$ cat src/rtl/tx2b1q_pkg.sv
// Package: shared constants and types for the 2B1Q transmit symbol source.
// Assumes: mode codes are fixed by the transmit control field layout.
package tx2b1q_pkg;

    // Mode selector codes
    localparam logic [2:0] MD_IDLE0  = 3'b000;
    localparam logic [2:0] MD_IDLE1  = 3'b001;
    localparam logic [2:0] MD_IDLE2  = 3'b010;
    localparam logic [2:0] MD_ONES4  = 3'b011;
    localparam logic [2:0] MD_RSVD   = 3'b100;
    localparam logic [2:0] MD_DATA4  = 3'b101;
    localparam logic [2:0] MD_DATA2  = 3'b110;
    localparam logic [2:0] MD_ONES2  = 3'b111;

    // Decoded per-symbol control
    typedef struct packed {
        logic       idle;      // quiet symbol, no scrambler step
        logic       bypass;    // sign passed through unscrambled
        logic       two_lvl;   // magnitude forced to zero
        logic       use_data;  // scrambler input from channel side
        logic [1:0] steps;     // scrambler steps this symbol
    } sym_ctrl_t;

endpackage

$ cat src/rtl/tx2b1q_mode_dec.sv
// Module: tx2b1q_mode_dec
// Turns the 3-bit mode selector into per-symbol control fields.
// Assumes: purely combinational; any unlisted code is treated as quiet.
module tx2b1q_mode_dec
    import tx2b1q_pkg::*;
(
    input  logic [2:0] mode_i,
    output sym_ctrl_t  ctrl_o
);

    // Mode table lookup
    always_comb begin
        ctrl_o = '{idle: 1'b1, bypass: 1'b0, two_lvl: 1'b0,
                   use_data: 1'b0, steps: 2'd0};
        case (mode_i)
            MD_ONES4: ctrl_o = '{idle: 1'b0, bypass: 1'b0, two_lvl: 1'b0,
                                 use_data: 1'b0, steps: 2'd2};
            MD_DATA4: ctrl_o = '{idle: 1'b0, bypass: 1'b0, two_lvl: 1'b0,
                                 use_data: 1'b1, steps: 2'd2};
            MD_DATA2: ctrl_o = '{idle: 1'b0, bypass: 1'b1, two_lvl: 1'b1,
                                 use_data: 1'b1, steps: 2'd0};
            MD_ONES2: ctrl_o = '{idle: 1'b0, bypass: 1'b0, two_lvl: 1'b1,
                                 use_data: 1'b0, steps: 2'd1};
            default:  ;
        endcase
    end

endmodule

$ cat src/rtl/tx2b1q_scr_core.sv
// Module: tx2b1q_scr_core
// Self-synchronizing scrambler, b[n] = d[n] ^ b[n-k] ^ b[n-LEN], with k
// chosen from two taps. Unrolled to MAX_STEPS bits per clock; steps_i
// picks how many of them are committed when adv_i is high.
// Assumes: state bit 0 holds the newest scrambled bit; reset fills ones.
module tx2b1q_scr_core #(
    parameter int LEN       = 23,
    parameter int TAP_A     = 5,
    parameter int TAP_B     = 18,
    parameter int MAX_STEPS = 2,
    localparam int STW      = $clog2(MAX_STEPS + 1)
) (
    input  logic                 clk,
    input  logic                 rst_n,
    input  logic                 adv_i,
    input  logic                 poly_sel_i,
    input  logic [STW-1:0]       steps_i,
    input  logic [MAX_STEPS-1:0] din_i,
    output logic [MAX_STEPS-1:0] dout_o,
    output logic [LEN-1:0]       state_o
);

    logic [LEN-1:0]                 state_q;
    logic [LEN-1:0]                 state_d;
    logic [MAX_STEPS:0][LEN-1:0]    chain;

    assign chain[0] = state_q;

    // Unrolled scrambler stages, one per bit of the symbol
    for (genvar k = 0; k < MAX_STEPS; k++) begin : g_step
        logic tap_bit;
        assign tap_bit    = poly_sel_i ? chain[k][TAP_B-1] : chain[k][TAP_A-1];
        assign dout_o[k]  = din_i[k] ^ tap_bit ^ chain[k][LEN-1];
        assign chain[k+1] = {chain[k][LEN-2:0], dout_o[k]};
    end

    // Pick the state after the requested number of steps
    always_comb begin
        state_d = chain[0];
        for (int k = 1; k <= MAX_STEPS; k++) begin
            if (int'(steps_i) == k) state_d = chain[k];
        end
    end

    // State register with all-ones reset
    always_ff @(posedge clk) begin
        if (!rst_n)     state_q <= '1;
        else if (adv_i) state_q <= state_d;
    end

    assign state_o = state_q;

endmodule

$ cat src/rtl/tx2b1q_lvl_map.sv
// Module: tx2b1q_lvl_map
// Maps a sign/magnitude pair to a signed 2B1Q level code.
// Assumes: sign 1 is positive, magnitude 0 is the outer level (3).
module tx2b1q_lvl_map #(
    parameter int LVL_W = 3
) (
    input  logic                    sign_i,
    input  logic                    mag_i,
    output logic signed [LVL_W-1:0] level_o
);

    localparam logic signed [LVL_W-1:0] L_P3 = LVL_W'(3);
    localparam logic signed [LVL_W-1:0] L_P1 = LVL_W'(1);
    localparam logic signed [LVL_W-1:0] L_N1 = -LVL_W'(1);
    localparam logic signed [LVL_W-1:0] L_N3 = -LVL_W'(3);

    // Level lookup
    always_comb begin
        case ({sign_i, mag_i})
            2'b10:   level_o = L_P3;
            2'b11:   level_o = L_P1;
            2'b01:   level_o = L_N1;
            default: level_o = L_N3;
        endcase
    end

endmodule

$ cat src/rtl/tx2b1q_sym_src.sv
// Module: tx2b1q_sym_src (top)
// Produces one registered 2B1Q symbol per sym_stb pulse according to the
// selected mode, with an optional pass through the scrambler.
// Assumes: sym_stb is a single-cycle pulse; inputs are sampled on it.
module tx2b1q_sym_src
    import tx2b1q_pkg::*;
#(
    parameter int SCR_LEN = 23,
    parameter int TAP_A   = 5,
    parameter int TAP_B   = 18,
    parameter int LVL_W   = 3
) (
    input  logic                    clk,
    input  logic                    rst_n,
    input  logic                    sym_stb,
    input  logic [2:0]              mode_sel,
    input  logic                    poly_sel,
    input  logic                    cu_sign,
    input  logic                    cu_mag,
    output logic                    sym_sign,
    output logic                    sym_mag,
    output logic signed [LVL_W-1:0] sym_level
);

    localparam int BITS_PER_SYM = 2;

    sym_ctrl_t                 ctrl;
    logic [BITS_PER_SYM-1:0]   scr_din;
    logic [BITS_PER_SYM-1:0]   scr_dout;
    logic [SCR_LEN-1:0]        scr_state;
    logic                      scr_adv;

    tx2b1q_mode_dec u_dec (
        .mode_i (mode_sel),
        .ctrl_o (ctrl)
    );

    // Scrambler input: channel pair (sign first) or constant ones
    assign scr_din = ctrl.use_data ? {cu_mag, cu_sign} : '1;
    assign scr_adv = sym_stb && (ctrl.steps != 2'd0);

    tx2b1q_scr_core #(
        .LEN       (SCR_LEN),
        .TAP_A     (TAP_A),
        .TAP_B     (TAP_B),
        .MAX_STEPS (BITS_PER_SYM)
    ) u_scr (
        .clk        (clk),
        .rst_n      (rst_n),
        .adv_i      (scr_adv),
        .poly_sel_i (poly_sel),
        .steps_i    (ctrl.steps),
        .din_i      (scr_din),
        .dout_o     (scr_dout),
        .state_o    (scr_state)
    );

    // Symbol register, updated only on a strobe
    always_ff @(posedge clk) begin
        if (!rst_n) begin
            sym_sign <= 1'b0;
            sym_mag  <= 1'b0;
        end else if (sym_stb) begin
            if (ctrl.idle) begin
                sym_sign <= 1'b0;
                sym_mag  <= 1'b0;
            end else if (ctrl.bypass) begin
                sym_sign <= cu_sign;
                sym_mag  <= 1'b0;
            end else begin
                sym_sign <= scr_dout[0];
                sym_mag  <= ctrl.two_lvl ? 1'b0 : scr_dout[1];
            end
        end
    end

    tx2b1q_lvl_map #(.LVL_W(LVL_W)) u_lvl (
        .sign_i  (sym_sign),
        .mag_i   (sym_mag),
        .level_o (sym_level)
    );

endmodule

$ cat config.mk
export PLATFORM = sky130hd
export DESIGN_NAME = tx2b1q_sym_src
export DESIGN_NICKNAME = d
export VERILOG_FILES = /design/src/rtl/tx2b1q_pkg.sv /design/src/rtl/tx2b1q_mode_dec.sv /design/src/rtl/tx2b1q_scr_core.sv /design/src/rtl/tx2b1q_lvl_map.sv /design/src/rtl/tx2b1q_sym_src.sv
export SDC_FILE = /design/constraint.sdc
export NUM_CORES = 1
export LEC_CHECK = 0
export BUFFER_PORTS_ARGS = -buffer_cell sky130_fd_sc_hd__buf_2
export CORE_MARGIN = 2
export CORE_UTILIZATION = 33
export CTS_CLUSTER_SIZE = 30
export DETAILED_ROUTE_END_ITERATION = 7
export PLACE_DENSITY_LB_ADDON = 0.05
export SYNTH_ARGS = -nofsm -noshare
export SYNTH_HDL_FRONTEND = slang
export SYNTH_SLANG_ARGS = --single-unit
$ cat constraint.sdc
create_clock -name clk -period 3.94 [get_ports clk]
set_input_delay 1.182 -clock clk [delete_from_list [all_inputs] [get_ports clk]]
set_output_delay 1.182 -clock clk [all_outputs]
set_load 0.01 [all_outputs]
After elaboration in Yosys (flattened, before gate mapping)
Index checks and enable logic that the tools add are counted.

word-level totals
  bits in registers = 25
  word-level logic and storage cells = 32

cells by class
  eq/ne operators = 9
  multiplexer cells = 12
  bitwise gates (word level) = 4
  reductions and logical operators = 4

operators by type and width
  cell                count
  $mux 23             2
  $pmux 6 s4          1
  $eq 3x3->1 const B  3
  $pmux 3 s3          1
  $eq 2x2->1 const B  4
  $mux 1              7
  $reduce_bool 2->1   2
  $xor 1x1->1         4
  $eq 3x2->1 const B  1
  $eq 2x1->1 const B  1
  $mux 2              1
  $reduce_and 2->1    1
  $logic_and 1x1->1   1

Longest topological paths before layout
  depth in word-level cells = 8
  mapped depth = 9
  gate-level depth less buffers = 7

Hierarchy
A second synthesis with hierarchy kept.

second synthesis, totals
  cell total of the unflattened synthesis = 140
  area, all modules = 1,307.5 µm²

by module, submodules not included
  module           times used  cells an instance  area each (µm²)  seq. area each (µm²)
  tx2b1q_scr_core  1           111                1,077.3          460.4
  tx2b1q_sym_src   1           13                 116.4            40.0
  tx2b1q_mode_dec  1           9                  63.8             0.0
  tx2b1q_lvl_map   1           7                  50.0             0.0

Worst setup path after synthesis
No wires, ideal clock.

  path type = input-to-reg
  start = input mode_sel[2]
  end = register u_scr.state_q[1] (netlist: u_scr.state_o[1])
  data arrival time = 2.441 ns
  data required time = 3.799 ns
  slack = 1.358 ns
  stages = 9
  cell sequence = buf_2 xor2_1 nand2_1 inv_1 ha_1 buf_2 buf_2 mux2i_1 o211ai_1

on the way
  cells in the longest elaborated chain, start to end = 6
  elaborated cells on any way between the ends = 15

RTL lines
  element                                          RTL line               text
  start: declaration                               tx2b1q_sym_src.sv:16   input logic [2:0] mode_sel,
  $eq 3x3->1 / $eq 3x2->1 (equally long branches)  tx2b1q_mode_dec.sv:15  case (mode_i)
  $pmux 6 s4 (*)                                   tx2b1q_mode_dec.sv:15
  $mux 2                                           tx2b1q_sym_src.sv:39   assign scr_din = ctrl.use_data ? {cu_mag, cu_sign} : '1;
  $xor 1x1->1 (2 in series)                        tx2b1q_scr_core.sv:33  assign dout_o[k] = din_i[k] ^ tap_bit ^ chain[k][LEN-1];
  $mux 23                                          tx2b1q_scr_core.sv:41  if (int'(steps_i) == k) state_d = chain[k];
  end signal: assignment                           tx2b1q_scr_core.sv:48  else if (adv_i) state_q <= state_d;
  end: declaration                                 tx2b1q_scr_core.sv:23  logic [LEN-1:0] state_q;

Mark *: on every way between the ends. The rest lies on a longest branch, timed or not.
A chain may end at the register's enable or synchronous reset.

Worst setup path after layout
  start = input mode_sel[2]
  end = register u_scr.state_q[21] (netlist: u_scr.state_o[21])

on the way
  cells in the longest elaborated chain, start to end = 5
  elaborated cells on any way between the ends = 12

RTL lines
  element                                                                  RTL line
  $eq 3x3->1 / $eq 3x2->1 (equally long branches)                          tx2b1q_mode_dec.sv:15
  $pmux 6 s4 (*)                                                           tx2b1q_mode_dec.sv:15
  $eq 2x2->1 / $reduce_bool 2->1 (equally long branches)                   tx2b1q_scr_core.sv:41, tx2b1q_sym_src.sv:40
  $reduce_bool 2->1 (no line) / $logic_and 1x1->1 (equally long branches)  n/a
  $reduce_and 2->1 (no line)                                               n/a

Marks and branches as above.

==> Flow_metrics.wiki <==
{| class="wikitable"
! Metric !! Value
|-
| Maximum number of buffers from clock root to sink || 2
|-
| Maximum clock frequency || 375.6 MHz
|-
| Result of the run || finished, final reports clean
|-
| Type of the worst min-delay path || reg2reg
|-
| Data arrival time at the worst-slack endpoint || 2.80 ns
|-
| Post-route worst hold slack || 0.5046 ns
|-
| Final setup violation count || 0
|-
| IR drop worst, VDD || 0.0001583 V
|-
| Post-Syn Nets || 156
|-
| Vertical extent of the die || approximately 68 µm
|-
| Power density relative to cell area || 353.3 nW/µm²
|-
| Number of antenna violations at the first check in global routing || 0
|-
| Die footprint || 4606 µm²
|-
| Worst stage delay on the critical path || around 0.47 ns
|-
| Number of flip-flops and latches in the synthesized netlist || 25
|-
| Cell area after placement || 1430 µm²
|-
| Mean area per synthesized cell || about 9.4 µm²
|-
| Pre-CTS worst setup slack || ~1 ns
|-
| Final Instance Area || roughly 1500 µm²
|-
| Gate Count Post-Synth || approximately 140
|-
| Overflow after GRT || 0
|-
| Startpoint kind of the worst setup timing path || primary input
|-
| Part of the Yosys area used for sequential elements || a little under two fifths
|-
| CTS tree || done
|-
| Number of global-route vias before repair || 883
|-
| Largest cells by area after synthesis || sky130_fd_sc_hd__dfxtp_1 37%, sky130_fd_sc_hd__mux2i_1 18%, sky130_fd_sc_hd__o211ai_1 12%, sky130_fd_sc_hd__nand2_1 6.4%, sky130_fd_sc_hd__ha_1 3.7%
|-
| CP Cell Sequence || buf_2, xor2_1, nand2_1, ha_1, nand3b_2, buf_4, nand2_1, o211ai_1
|-
| Most used routing layer || met2
|-
| Met2 GRT Util || 19.00%
|-
| Layout cell share with drive strength beyond 1 || 16.11%
|-
| Number of vias per cell after detailed routing || ~5.0
|-
| Number of warnings issued by yosys || 0
|-
| Worst skew pair latency || ~0.27 ns
|-
| Gp weighted congestion || 0.7428
|-
| Post-layout min period || 2.663 ns
|-
| DP HPWL || 1.707 mm
|-
| Row count || 23
|-
| Maximum number of pins on one net before global-route repair || 27
|-
| Footprint of the multi-input gates || 780.7 µm²
|-
| Final core utilization || between 30% and 40%
|-
| Remaining number of nets flagged by the antenna check after routing || 0
|-
| # DRC || 0
|-
| Crit path top cell by count || sky130_fd_sc_hd__nand2_1
|-
| Share of the synthesized area in the top cell type || 37.17%
|-
| Total length of routed wires || 2.526 mm
|-
| Antenna cell count || 0
|-
| Buffers inserted during post-CTS setup optimization || 0
|-
| Capturing element type of the critical path || flip-flop
|-
| Distinct cell type count of the synthesized netlist || 33
|-
| Post-synth design cell area || 1346 µm²
|-
| Fraction of the cycle the final worst path needs || around two thirds
|-
| Number of buffers added by the clock tree synthesis step || 3
|-
| Data required time of the worst path || around 4.1 ns
|-
| Top cells by count, synth || 25 x sky130_fd_sc_hd__dfxtp_1, 24 x sky130_fd_sc_hd__mux2i_1, 23 x sky130_fd_sc_hd__nand2_1, 22 x sky130_fd_sc_hd__o211ai_1, 7 x sky130_fd_sc_hd__clkbuf_1
|-
| Signed area change from the synthesized netlist to the final layout || 9.851%
|-
| DR WL/cell || roughly 13 µm
|-
| CTS root buffer || sky130_fd_sc_hd__clkbuf_8
|-
| Slowest stage cell on the critical path || sky130_fd_sc_hd__nand3b_2
|-
| Iteration-0 DRC count of the detailed router || 36
|-
| Dominant cell type by area after synthesis || sky130_fd_sc_hd__dfxtp_1
|-
| Cts hold-fix bufs || 0
|-
| Wire length of the first global-routing pass || 4.167 mm
|-
| Number of I/O pins || 14
|-
| Setup clock skew after layout || 0.007327 ns
|-
| Sum of negative setup slack || 0 ns
|-
| Width of the die || 67.87 µm
|-
| Most frequently used flop master after synthesis || sky130_fd_sc_hd__dfxtp_1
|-
| Total count of max-transition violations in the final report || 0
|-
| Met3 track utilization from global routing || 2.467%
|-
| Global-route met1 utilization || 16.31%
|-
| Cell with the most instances after synthesis || sky130_fd_sc_hd__dfxtp_1
|-
| Htree depth || 1
|-
| Post-CTS resize count || 0
|-
| Core Box Area || 3971 µm²
|-
| Number of iterations in the first detailed-routing pass || 4
|-
| Total of buffers placed on input and output ports || 12
|-
| Reg clk slew, reported paths || 0.10 ns
|-
| Total clock sinks || 25
|-
| Leakage power summed over all cells || 0.0006753 µW
|-
| Async set-reset flop share out of synthesis || 0%
|-
| FILL cells || 422
|-
| All-layer global routing usage || between 10% and 20%
|-
| Max_cap viols || 0
|-
| RSZ-0062 raised after global routing || false
|-
| Initial Utilization || 33.90%
|-
| Number of flops mapped to enable cells by yosys || 0
|-
| Sequential Area || 500.5 µm²
|-
| Worst-path maximum fanout || 25
|-
| Slack of the critical path || 1.277 ns
|-
| Vias || 991
|-
| Final Hold Vio Count || 0
|-
| Kind of critical path || in2reg
|-
| Final net count || 163
|}
[kinds of logic (layout without fill, tap and decap cells)]
family	count (synthesis)	in the layout	synth area share (%)
adders and majority gates	4	4	3.718
DFF	25	25	37.17
buffers and inverters	15	21	4.833
muxes	24	24	17.84
and+or+nand+nor	39	39	15.15
AOI/OAI and AO/OA	29	29	15.98
xor gates and xnor gates	6	6	5.020
other	1	1	0.2785
[worst max-delay path: cells and delay by family]
| family | cells | cell delay [ns] |
|---|---|---|
| and+or+nand+nor | 3 | 0.66 |
| buffers and inverters | 2 | 0.52 |
| adders and majority gates | 1 | 0.18 |
| xor gates and xnor gates | 1 | 0.16 |
| AOI/OAI and AO/OA | 1 | 0.09 |
[layer usage]
layer	vias up	part of all wire (%)
met2	14	43
li1	520	-
met1	455	53
met5	-	0
met4	0	0.83
met3	2	3.4
[path summary, 6_finish.rpt]
kind	from	end	slack (ns)	depth (start not counted)
hold reg to reg	u_scr.state_o[13]$_SDFFE_PN1P_	u_scr.state_o[13]$_SDFFE_PN1P_	0.50	2
hold / removal	u_scr.state_o[13]$_SDFFE_PN1P_	u_scr.state_o[13]$_SDFFE_PN1P_	0.50	2
setup reg to reg	u_scr.state_o[17]$_SDFFE_PN1P_	u_scr.state_o[0]$_SDFFE_PN1P_	2.58	5
setup / recovery	mode_sel[2]	u_scr.state_o[21]$_SDFFE_PN1P_	1.28	8
[report_power, final]
group	internal, µW	switching, µW	leakage (µW)
registers	265	9.90	0.000204
clock network	71.8	86.7	0.0000217
logic	40.0	49.2	0.000450
[cell type report]
class	instances	area share (%)
clock buffers	3	2.792
repair buffers	14	5.076
flip-flops and latches	25	33.84
well taps	50	4.230
multi-input cells	103	52.79
clock inverters	1	0.5076
inverters	3	0.7614
[layout by cell type, fill, tap and decap left out, types with 2 or more instances in the layout]
master	count
sky130_fd_sc_hd__nor3b_1	2
sky130_fd_sc_hd__mux2i_1	24
sky130_fd_sc_hd__buf_2	12
sky130_fd_sc_hd__o211ai_1	22
sky130_fd_sc_hd__dfxtp_1	25
sky130_fd_sc_hd__inv_1	3
sky130_fd_sc_hd__xnor2_1	2
sky130_fd_sc_hd__xor2_1	2
sky130_fd_sc_hd__clkbuf_8	3
sky130_fd_sc_hd__nand2_1	23
sky130_fd_sc_hd__buf_4	2
sky130_fd_sc_hd__ha_1	4
sky130_fd_sc_hd__nand3_1	3
sky130_fd_sc_hd__nand2b_1	2
[per-stage QoR]
step / total power (µW) / std cells
2_1_floorplan: 349.2 / 143
3_3_place_gp: 369.4 / 195
3_5_place_dp: 370.7 / 195
4_1_cts: 529.7 / 199
5_1_grt: 553.4 / 199
6_report: 522.5 / 199
[registers in the layout, indices dropped and copies added, names as in the netlist]
name and cells:
sym_mag 1, sym_sign 1, u_scr.state_o 23
(Power assumes the default switching activity.)
